--- src/rtl/wbb_pkg.sv ---
package wbb_pkg;
  typedef enum logic [1:0] {
    WB_IDLE  = 2'd0,
    WB_HOLD  = 2'd1,
    WB_DRAIN = 2'd2
  } wb_state_e;
endpackage

--- src/rtl/wbb_store.sv ---
module wbb_store #(
  parameter int unsigned DATA_W = 32,
  parameter int unsigned BEATS  = 4,
  parameter int unsigned LA_W   = 28,
  parameter int unsigned OFF_W  = 2
) (
  input  logic                    clk_i,
  input  logic                    rst_ni,
  input  logic                    cap_i,
  input  logic [LA_W-1:0]         line_addr_i,
  input  logic [DATA_W*BEATS-1:0] line_data_i,
  input  logic [OFF_W-1:0]        start_off_i,
  output logic [LA_W-1:0]         line_addr_o,
  output logic [DATA_W*BEATS-1:0] line_data_o,
  output logic [OFF_W-1:0]        start_off_o
);
  always_ff @(posedge clk_i or negedge rst_ni) begin
    if (!rst_ni) begin
      line_addr_o <= '0;
      line_data_o <= '0;
      start_off_o <= '0;
    end else if (cap_i) begin
      line_addr_o <= line_addr_i;
      line_data_o <= line_data_i;
      start_off_o <= start_off_i;
    end
  end
endmodule

--- src/rtl/wbb_seq.sv ---
module wbb_seq
  import wbb_pkg::*;
#(
  parameter int unsigned BEATS = 4,
  parameter int unsigned OFF_W = 2
) (
  input  logic             clk_i,
  input  logic             rst_ni,
  input  logic             load_i,
  input  logic             fill_busy_i,
  input  logic             bus_ready_i,
  input  logic [OFF_W-1:0] start_q_i,
  output logic             cap_o,
  output logic             full_o,
  output logic             we_o,
  output logic [OFF_W-1:0] idx_o
);
  localparam logic [OFF_W-1:0] LAST_CNT = OFF_W'(BEATS - 1);
  localparam logic [OFF_W-1:0] LAST_IDX = OFF_W'(BEATS - 1);

  wb_state_e        state_q, state_d;
  logic [OFF_W-1:0] cnt_q, cnt_d;
  logic [OFF_W-1:0] idx_q, idx_d;
  logic             beat_ok;

  assign beat_ok = (state_q == WB_DRAIN) && bus_ready_i;
  assign cap_o   = load_i && (state_q == WB_IDLE);
  assign full_o  = (state_q != WB_IDLE);
  assign we_o    = (state_q == WB_DRAIN);
  assign idx_o   = idx_q;

  always_comb begin
    state_d = state_q;
    cnt_d   = cnt_q;
    idx_d   = idx_q;
    unique case (state_q)
      WB_IDLE: if (load_i) state_d = WB_HOLD;
      WB_HOLD: begin
        // the fill has priority; drain only once it is done
        if (!fill_busy_i) begin
          state_d = WB_DRAIN;
          cnt_d   = '0;
          idx_d   = start_q_i;
        end
      end
      WB_DRAIN: begin
        if (beat_ok) begin
          if (cnt_q == LAST_CNT) begin
            state_d = WB_IDLE;
          end else begin
            cnt_d = cnt_q + 1'b1;
            idx_d = (idx_q == LAST_IDX) ? '0 : idx_q + 1'b1;
          end
        end
      end
      default: state_d = WB_IDLE;
    endcase
  end

  always_ff @(posedge clk_i or negedge rst_ni) begin
    if (!rst_ni) begin
      state_q <= WB_IDLE;
      cnt_q   <= '0;
      idx_q   <= '0;
    end else begin
      state_q <= state_d;
      cnt_q   <= cnt_d;
      idx_q   <= idx_d;
    end
  end
endmodule

--- src/rtl/wbb_beat_mux.sv ---
module wbb_beat_mux #(
  parameter int unsigned DATA_W   = 32,
  parameter int unsigned BEATS    = 4,
  parameter int unsigned LA_W     = 28,
  parameter int unsigned OFF_W    = 2,
  parameter int unsigned BYTE_OFF = 2,
  parameter int unsigned ADDR_W   = 32,
  parameter int unsigned ZERO_TOP = 3
) (
  input  logic [LA_W-1:0]         line_addr_i,
  input  logic [DATA_W*BEATS-1:0] line_data_i,
  input  logic [OFF_W-1:0]        idx_i,
  output logic [ADDR_W-1:0]       addr_o,
  output logic [DATA_W-1:0]       data_o
);
  logic [DATA_W-1:0] words [BEATS];
  logic [ADDR_W-1:0] raw_addr;

  for (genvar g = 0; g < BEATS; g++) begin : g_word
    assign words[g] = line_data_i[g*DATA_W +: DATA_W];
  end

  assign data_o   = words[idx_i];
  assign raw_addr = {line_addr_i, idx_i, {BYTE_OFF{1'b0}}};

  if (ZERO_TOP > 0) begin : g_mask
    assign addr_o = {{ZERO_TOP{1'b0}}, raw_addr[ADDR_W-ZERO_TOP-1:0]};
  end else begin : g_nomask
    assign addr_o = raw_addr;
  end
endmodule

--- src/rtl/wbb_line_buffer.sv ---
module wbb_line_buffer #(
  parameter int unsigned DATA_W   = 32,
  parameter int unsigned BEATS    = 4,
  parameter int unsigned ADDR_W   = 32,
  parameter int unsigned ZERO_TOP = 3,
  localparam int unsigned OFF_W    = $clog2(BEATS),
  localparam int unsigned BYTE_OFF = $clog2(DATA_W / 8),
  localparam int unsigned LA_W     = ADDR_W - OFF_W - BYTE_OFF,
  localparam int unsigned LINE_W   = DATA_W * BEATS
) (
  input  logic              clk_i,
  input  logic              rst_ni,
  input  logic              load_i,
  input  logic [LA_W-1:0]   line_addr_i,
  input  logic [LINE_W-1:0] line_data_i,
  input  logic [OFF_W-1:0]  start_off_i,
  input  logic              fill_busy_i,
  input  logic              bus_ready_i,
  output logic              full_o,
  output logic [ADDR_W-1:0] bus_addr_o,
  output logic [DATA_W-1:0] bus_data_o,
  output logic              bus_we_o
);
  logic              cap;
  logic [LA_W-1:0]   la_q;
  logic [LINE_W-1:0] line_q;
  logic [OFF_W-1:0]  start_q;
  logic [OFF_W-1:0]  idx;

  wbb_store #(.DATA_W(DATA_W), .BEATS(BEATS), .LA_W(LA_W), .OFF_W(OFF_W)) u_store (
    .clk_i       (clk_i),
    .rst_ni      (rst_ni),
    .cap_i       (cap),
    .line_addr_i (line_addr_i),
    .line_data_i (line_data_i),
    .start_off_i (start_off_i),
    .line_addr_o (la_q),
    .line_data_o (line_q),
    .start_off_o (start_q)
  );

  wbb_seq #(.BEATS(BEATS), .OFF_W(OFF_W)) u_seq (
    .clk_i       (clk_i),
    .rst_ni      (rst_ni),
    .load_i      (load_i),
    .fill_busy_i (fill_busy_i),
    .bus_ready_i (bus_ready_i),
    .start_q_i   (start_q),
    .cap_o       (cap),
    .full_o      (full_o),
    .we_o        (bus_we_o),
    .idx_o       (idx)
  );

  wbb_beat_mux #(
    .DATA_W(DATA_W), .BEATS(BEATS), .LA_W(LA_W), .OFF_W(OFF_W),
    .BYTE_OFF(BYTE_OFF), .ADDR_W(ADDR_W), .ZERO_TOP(ZERO_TOP)
  ) u_mux (
    .line_addr_i (la_q),
    .line_data_i (line_q),
    .idx_i       (idx),
    .addr_o      (bus_addr_o),
    .data_o      (bus_data_o)
  );
endmodule

--- config.mk ---
export PLATFORM = sky130hd
export DESIGN_NAME = wbb_line_buffer
export DESIGN_NICKNAME = d
export VERILOG_FILES = /design/src/rtl/wbb_pkg.sv /design/src/rtl/wbb_store.sv /design/src/rtl/wbb_seq.sv /design/src/rtl/wbb_beat_mux.sv /design/src/rtl/wbb_line_buffer.sv
export SDC_FILE = /design/constraint.sdc
export NUM_CORES = 1
export LEC_CHECK = 0
export BUFFER_PORTS_ARGS = -buffer_cell sky130_fd_sc_hd__buf_2
export CORE_MARGIN = 4
export CORE_UTILIZATION = 47
export CTS_CLUSTER_SIZE = 40
export DETAILED_ROUTE_END_ITERATION = 12
export PLACE_DENSITY = 0.83
export SYNTH_ARGS = -nofsm -noshare
export SYNTH_HDL_FRONTEND = slang
export SYNTH_SLANG_ARGS = --single-unit
export TNS_END_PERCENT = 20
--- constraint.sdc ---
create_clock -name clk_i -period 1.4 [get_ports clk_i]
set_input_delay 0.21 -clock clk_i [delete_from_list [all_inputs] [get_ports clk_i]]
set_output_delay 0.21 -clock clk_i [all_outputs]
set_load 0.01 [all_outputs]
* Word-level counts from Yosys, hierarchy flattened *
Cells that the tools add are included.

storage, ports and cells
  register bits after elaboration = 161
  word-level logic and storage cells = 43
  input port bits = 163

cells by class
  reductions and logical operators = 7
  mux-type cells = 17
  equality and inequality tests = 9
  order comparisons = 1
  bitwise logic cells = 1
  add/subtract/negate cells = 2

operators with widths
  operator                                                                number
  32-bit binary-select mux with 2-bit select                              1
  32-bit 2-to-1 mux                                                       2
  2-bit 2-to-1 mux                                                        11
  2-bit case mux with 2 select lines                                      2
  4-bit AND reduction                                                     2
  2-bit equality test (second input constant)                             3
  2-bit != test (second input constant)                                   3
  2-bit case mux with 3 select lines                                      1
  2-bit by 1-bit adder with 2-bit output (second input constant)          2
  2-bit by 1-bit != test with 1-bit output (second input constant)        2
  2-bit nonzero test                                                      2
  3-bit greater-or-equal comparator (second input constant)               1
  2-bit inverter with 3-bit output                                        1
  2-bit by 1-bit equality test with 1-bit output (second input constant)  1
  1-bit logical AND                                                       2
  2-bit zero test                                                         1

* Depth between registers and ports, before layout *
  depth in word-level cells = 5
  gate-level depth with buffers = 5
  mapped depth without buffers = 4

* Cells and area by module *
From an unflattened synthesis, not the netlist that was laid out.

unflattened totals
  cell total of the unflattened synthesis = 436
  area total of the unflattened synthesis = 7718.7 um^2

modules (own cells, without submodules)
  module        seq. area each (um^2)  area an instance (um^2)  instances  cells an instance
  wbb_store     3953.8                 6299.8                   1          334
  wbb_beat_mux  0.0                    1058.5                   1          72
  wbb_seq       150.1                  360.3                    1          30

* Worst setup path after synthesis *
OpenSTA, ideal clock, no wires.

  path kind = register -> output
  from = reg u_seq.idx_q[0] (netlist: u_seq.idx_o[0])
  to = out bus_data_o[10]
  data arrival time = 1375 ps
  path slack = -185 ps
  cell stages (with the launch flop) = 4
  required time = 1190 ps
  cells stage by stage = dfrtp_1 buf_2 buf_4 mux4_2

between the ends
  word-level cells in the longest chain between the ends = 4

RTL lines
  item                                                    RTL line               RTL
  from (decl)                                             wbb_seq.sv:23          logic [OFF_W-1:0] idx_q, idx_d;
  from (signal assigned)                                  wbb_seq.sv:68          idx_q <= idx_d;
  2-bit inverter with 3-bit output (implied by the code)  wbb_beat_mux.sv:23     assign data_o = words[idx_i];
  32-bit binary-select mux with 2-bit select              wbb_beat_mux.sv:23
  32-bit 2-to-1 mux (implied by the code) (2 in series)   wbb_beat_mux.sv:23
  to (decl)                                               wbb_line_buffer.sv:21  output logic [DATA_W-1:0] bus_data_o,

Every way passes these cells. The select of a mux whose other input is x is not followed.

* Worst setup path in the final report *
  from = reg u_seq.idx_q[0] (netlist: u_seq.idx_o[0])
  to = out bus_data_o[9]

The elaborated chain is that of the path after synthesis.

==> results.cfg <==
[global_routing]
grt_util_met2 = 0.333
busiest_layer = met2
antenna_found_initial = 2
grt_first_pass_wirelength_mm = 26.6
use_met1 = 0.223
grt_pass1_vias = 5172
grt_max_degree = 48
use_met3 = 0.0574
grt_remaining_overflow = 0
global_route.usage.total = 0.190

[logic_synthesis]
postSynthRegisterBits = 161
syn_area_cell_um2 = 18.6
synth.distinct_cells = 23
combinational_family_with_the_most_area_after_synthesis = multiplexers
synth.area.mux_share = 0.389
complex_gate_fraction_of_the_synthesized_area = 0.00485
cell_area_synth_mm2 = 0.00748
synth-simple-area-share = 0.00903
synthAdderAreaFrac = 0.00335
netlist_instances = 403
register_area_share_after_synthesis = 0.539
synthXorXnorAreaFrac = 0
synth_warnings = 0

[die]
die_area_mm2 = 0.0180
ios = 229
die_width_um = 134
floorplan.die.height_um = 134
placement_rows = 45
initial_utilization = 0.487
core_mm2 = 0.0154

[worst_hold_path]
hold_path.class = in -> reg

[sta]
timing.final.crit_period_ps = 1950
achievable-frequency_mhz = 513
final.setup.worst_slack_ps = -548
final.setup_skew_ps = 5.78
final_max_slew_viol_count = 0
finalSetupViolations = 194
rsz_0062_raised_after_global_routing = yes
timing_hold_violations_final = 0
final.period_utilization = 1.39

[clock_network]
cts.sinks = 161
clk_pin_slew_ps = 60
h-tree-depth = 4
cts_root_buffer = clkbuf_16
clock_path_buffers = 2
cts-buffers-inserted = 17
clk-insertion-delay-late_ps = 410
cts_tree = done

[route]
route.vias.total = 4457
drc = 0
detail-route-antenna-nets = 0
detail_route.wl_per_cell_um = 19.1
detailedRoute.firstPassIterationCount = 4
total_wire_length_after_detailed_routing_mm = 17.0
avgViaCountPerCell = 5.02
dr.first_iter.drc_count = 132

[final_layout]
ff_latch_area_mm2 = 0.00403
stdcell_area_mm2 = 0.00996
multiInputGateArea_mm2 = 0.00315
layout-area-overhead-vs-synth_pct = 33.2
filler_cell_count = 1072
layout-drive-gt1-share = 0.723
num-nets-final = 827

[worst_setup_path]
timing.critical_path.fanout_max = 18
cp-start-kind = flop
setup.worst_path.end_class = primary output
worst_ep_arrival_time_ps = 1740
critical_path_required_ps = 1190
timing_worst_setup_path_type = reg -> out

[power]
ir_drop_uv = 1250
power.static_leakage_nw = 4.79
powerDensity_mw_per_mm2 = 2470
total_power_mw = 24.7

[placed_design]
total_half_perimeter_wirelength_after_legalization_and_detailed_placement_mm = 11.9
placed_area_mm2 = 0.00886
count_of_port_buffers_added_during_placement = 220
gp_routability_congestion = 0.768

[status]
outcome = complete, but fails checks
failed_checks = setup timing

[job]
max_cap_viol_count = 0
## cell usage after synthesis
| cell | n | area, um2 |
|---|---|---|
| mux2_4 | 100 | 1500 |
| a31oi_4 | 1 | 21.3 |
| buf_12 | 11 | 220 |
| nor2b_1 | 1 | 6.26 |
| mux2_2 | 55 | 619 |
| buf_8 | 6 | 90.1 |
| mux4_2 | 32 | 721 |
| dfrtp_1 | 161 | 4030 |
| buf_2 | 5 | 25.0 |
| buf_1 | 1 | 3.75 |
| conb_1 | 1 | 3.75 |
| a21o_1 | 2 | 15.0 |
| nor2_8 | 1 | 20.0 |
| mux2i_1 | 2 | 20.0 |
| mux2_1 | 4 | 45.0 |
| ha_1 | 2 | 25.0 |
| nor2_1 | 2 | 7.51 |
| buf_4 | 8 | 60.1 |
| or2_4 | 1 | 8.76 |
| inv_1 | 3 | 11.3 |
| nand2_1 | 2 | 7.51 |
| and4b_1 | 1 | 10.0 |
| nor3b_1 | 1 | 7.51 |
## stage by stage
stage	setup TNS [ps]	hold WS, ps	cells	setup WS (ps)	utilization
2_1_floorplan	-18490	-85.6	407	-114	-
3_3_place_gp	-26300	119	838	-228	0.577
3_5_place_dp	-29520	129	838	-259	0.577
4_1_cts	-50390	0.537	882	-589	0.636
5_1_grt	-57350	7.44	886	-621	0.648
6_report	-49630	23.8	887	-548	0.648
## report_power, final
group / switching [mW] / internal, mW / total [mW]
Clock: 1.77 / 2.62 / 4.39
Sequential: 1.41 / 7.06 / 8.47
Combinational: 4.14 / 7.65 / 11.8
## worst paths after layout
path	endpoint	cells past startpoint	slack, ps	start
setup reg to reg	u_store.line_data_o[39]	4	-280	u_seq.state_q[1]
min in group asynchronous	u_seq.cnt_q[1]	2	250	rst_ni
max in group asynchronous	u_store.line_data_o[107]	3	550	rst_ni
setup / recovery	bus_data_o[9]	3	-550	u_seq.idx_o[0]
hold reg to reg	u_store.line_data_o[30]	1	500	u_store.line_data_o[30]
hold / removal	u_store.line_data_o[86]	2	20	line_data_i[86]
## area by class of cell
| class | count | share of cell area |
|---|---|---|
| multi-input combinational | 212 | 0.316 |
| clock buffer | 22 | 0.0486 |
| tap | 211 | 0.0265 |
| timing repair buffer | 267 | 0.194 |
| inverter | 3 | 0.00113 |
| antenna | 2 | 0.000502 |
| clock inverter | 9 | 0.00816 |
| sequential | 161 | 0.405 |
## cells by family after synthesis
logic type      Yosys count
mux                     193
flops                   161
buf+inv                  34
simple gates              9
compound gates            3
fa+ha+maj                 2
other cells               1
## sequential cells by signal (all words and copies together), names as in the netlist
name / flops
u_store.line_data_o: 128
u_store.line_addr_o: 25
u_seq.cnt_q: 2
u_seq.idx_o: 2
u_seq.state_q: 2
u_store.start_off_o: 2
## routing by layer
| metal | part of all wire | routed length (um) |
|---|---|---|
| met5 | 0.0010 | 17 |
| met3 | 0.063 | 1070 |
| met4 | 0.017 | 282 |
| met1 | 0.39 | 6700 |
| met2 | 0.52 | 8900 |
## cell usage in the layout, fill, tap and decap left out, types with 2 or more instances in the layout
cell type      synthesis  final
buf_12                11     14
buf_16                 0      2
mux2_2                55     32
dfrtp_2                0      2
clkbuf_16              0     19
nor2_1                 2      2
inv_1                  3      3
buf_4                  8     12
buf_2                  5    198
mux2_1                 4      4
dlygate4sd3_1          0      4
ha_1                   2      2
clkinv_2               0      4
diode_2                0      2
conb_1                 1      5
mux2i_1                2      2
buf_8                  6      3
a21o_1                 2      2
nand2_1                2      2
mux4_2                32     32
buf_6                  0     31
mux2_4               100    123
dfrtp_1              161    159
clkbuf_8               0      4
clkinvlp_4             0      3
## what timing repair did
item,4_1_cts,5_1_grt
setup endpoints to repair,195,195
hold buffers,4,0
pin swaps,4,2
endpoints found under the hold margin,62,0
cloned,3,2
buffers inserted,7,1
resized for setup,35,32
## critical path, cell delays in order (launching register included)
cell,delay [ps]
dfrtp_2,420
buf_12,210
mux4_2,540
buf_6,140
Power figures use the tool's default switching activity.
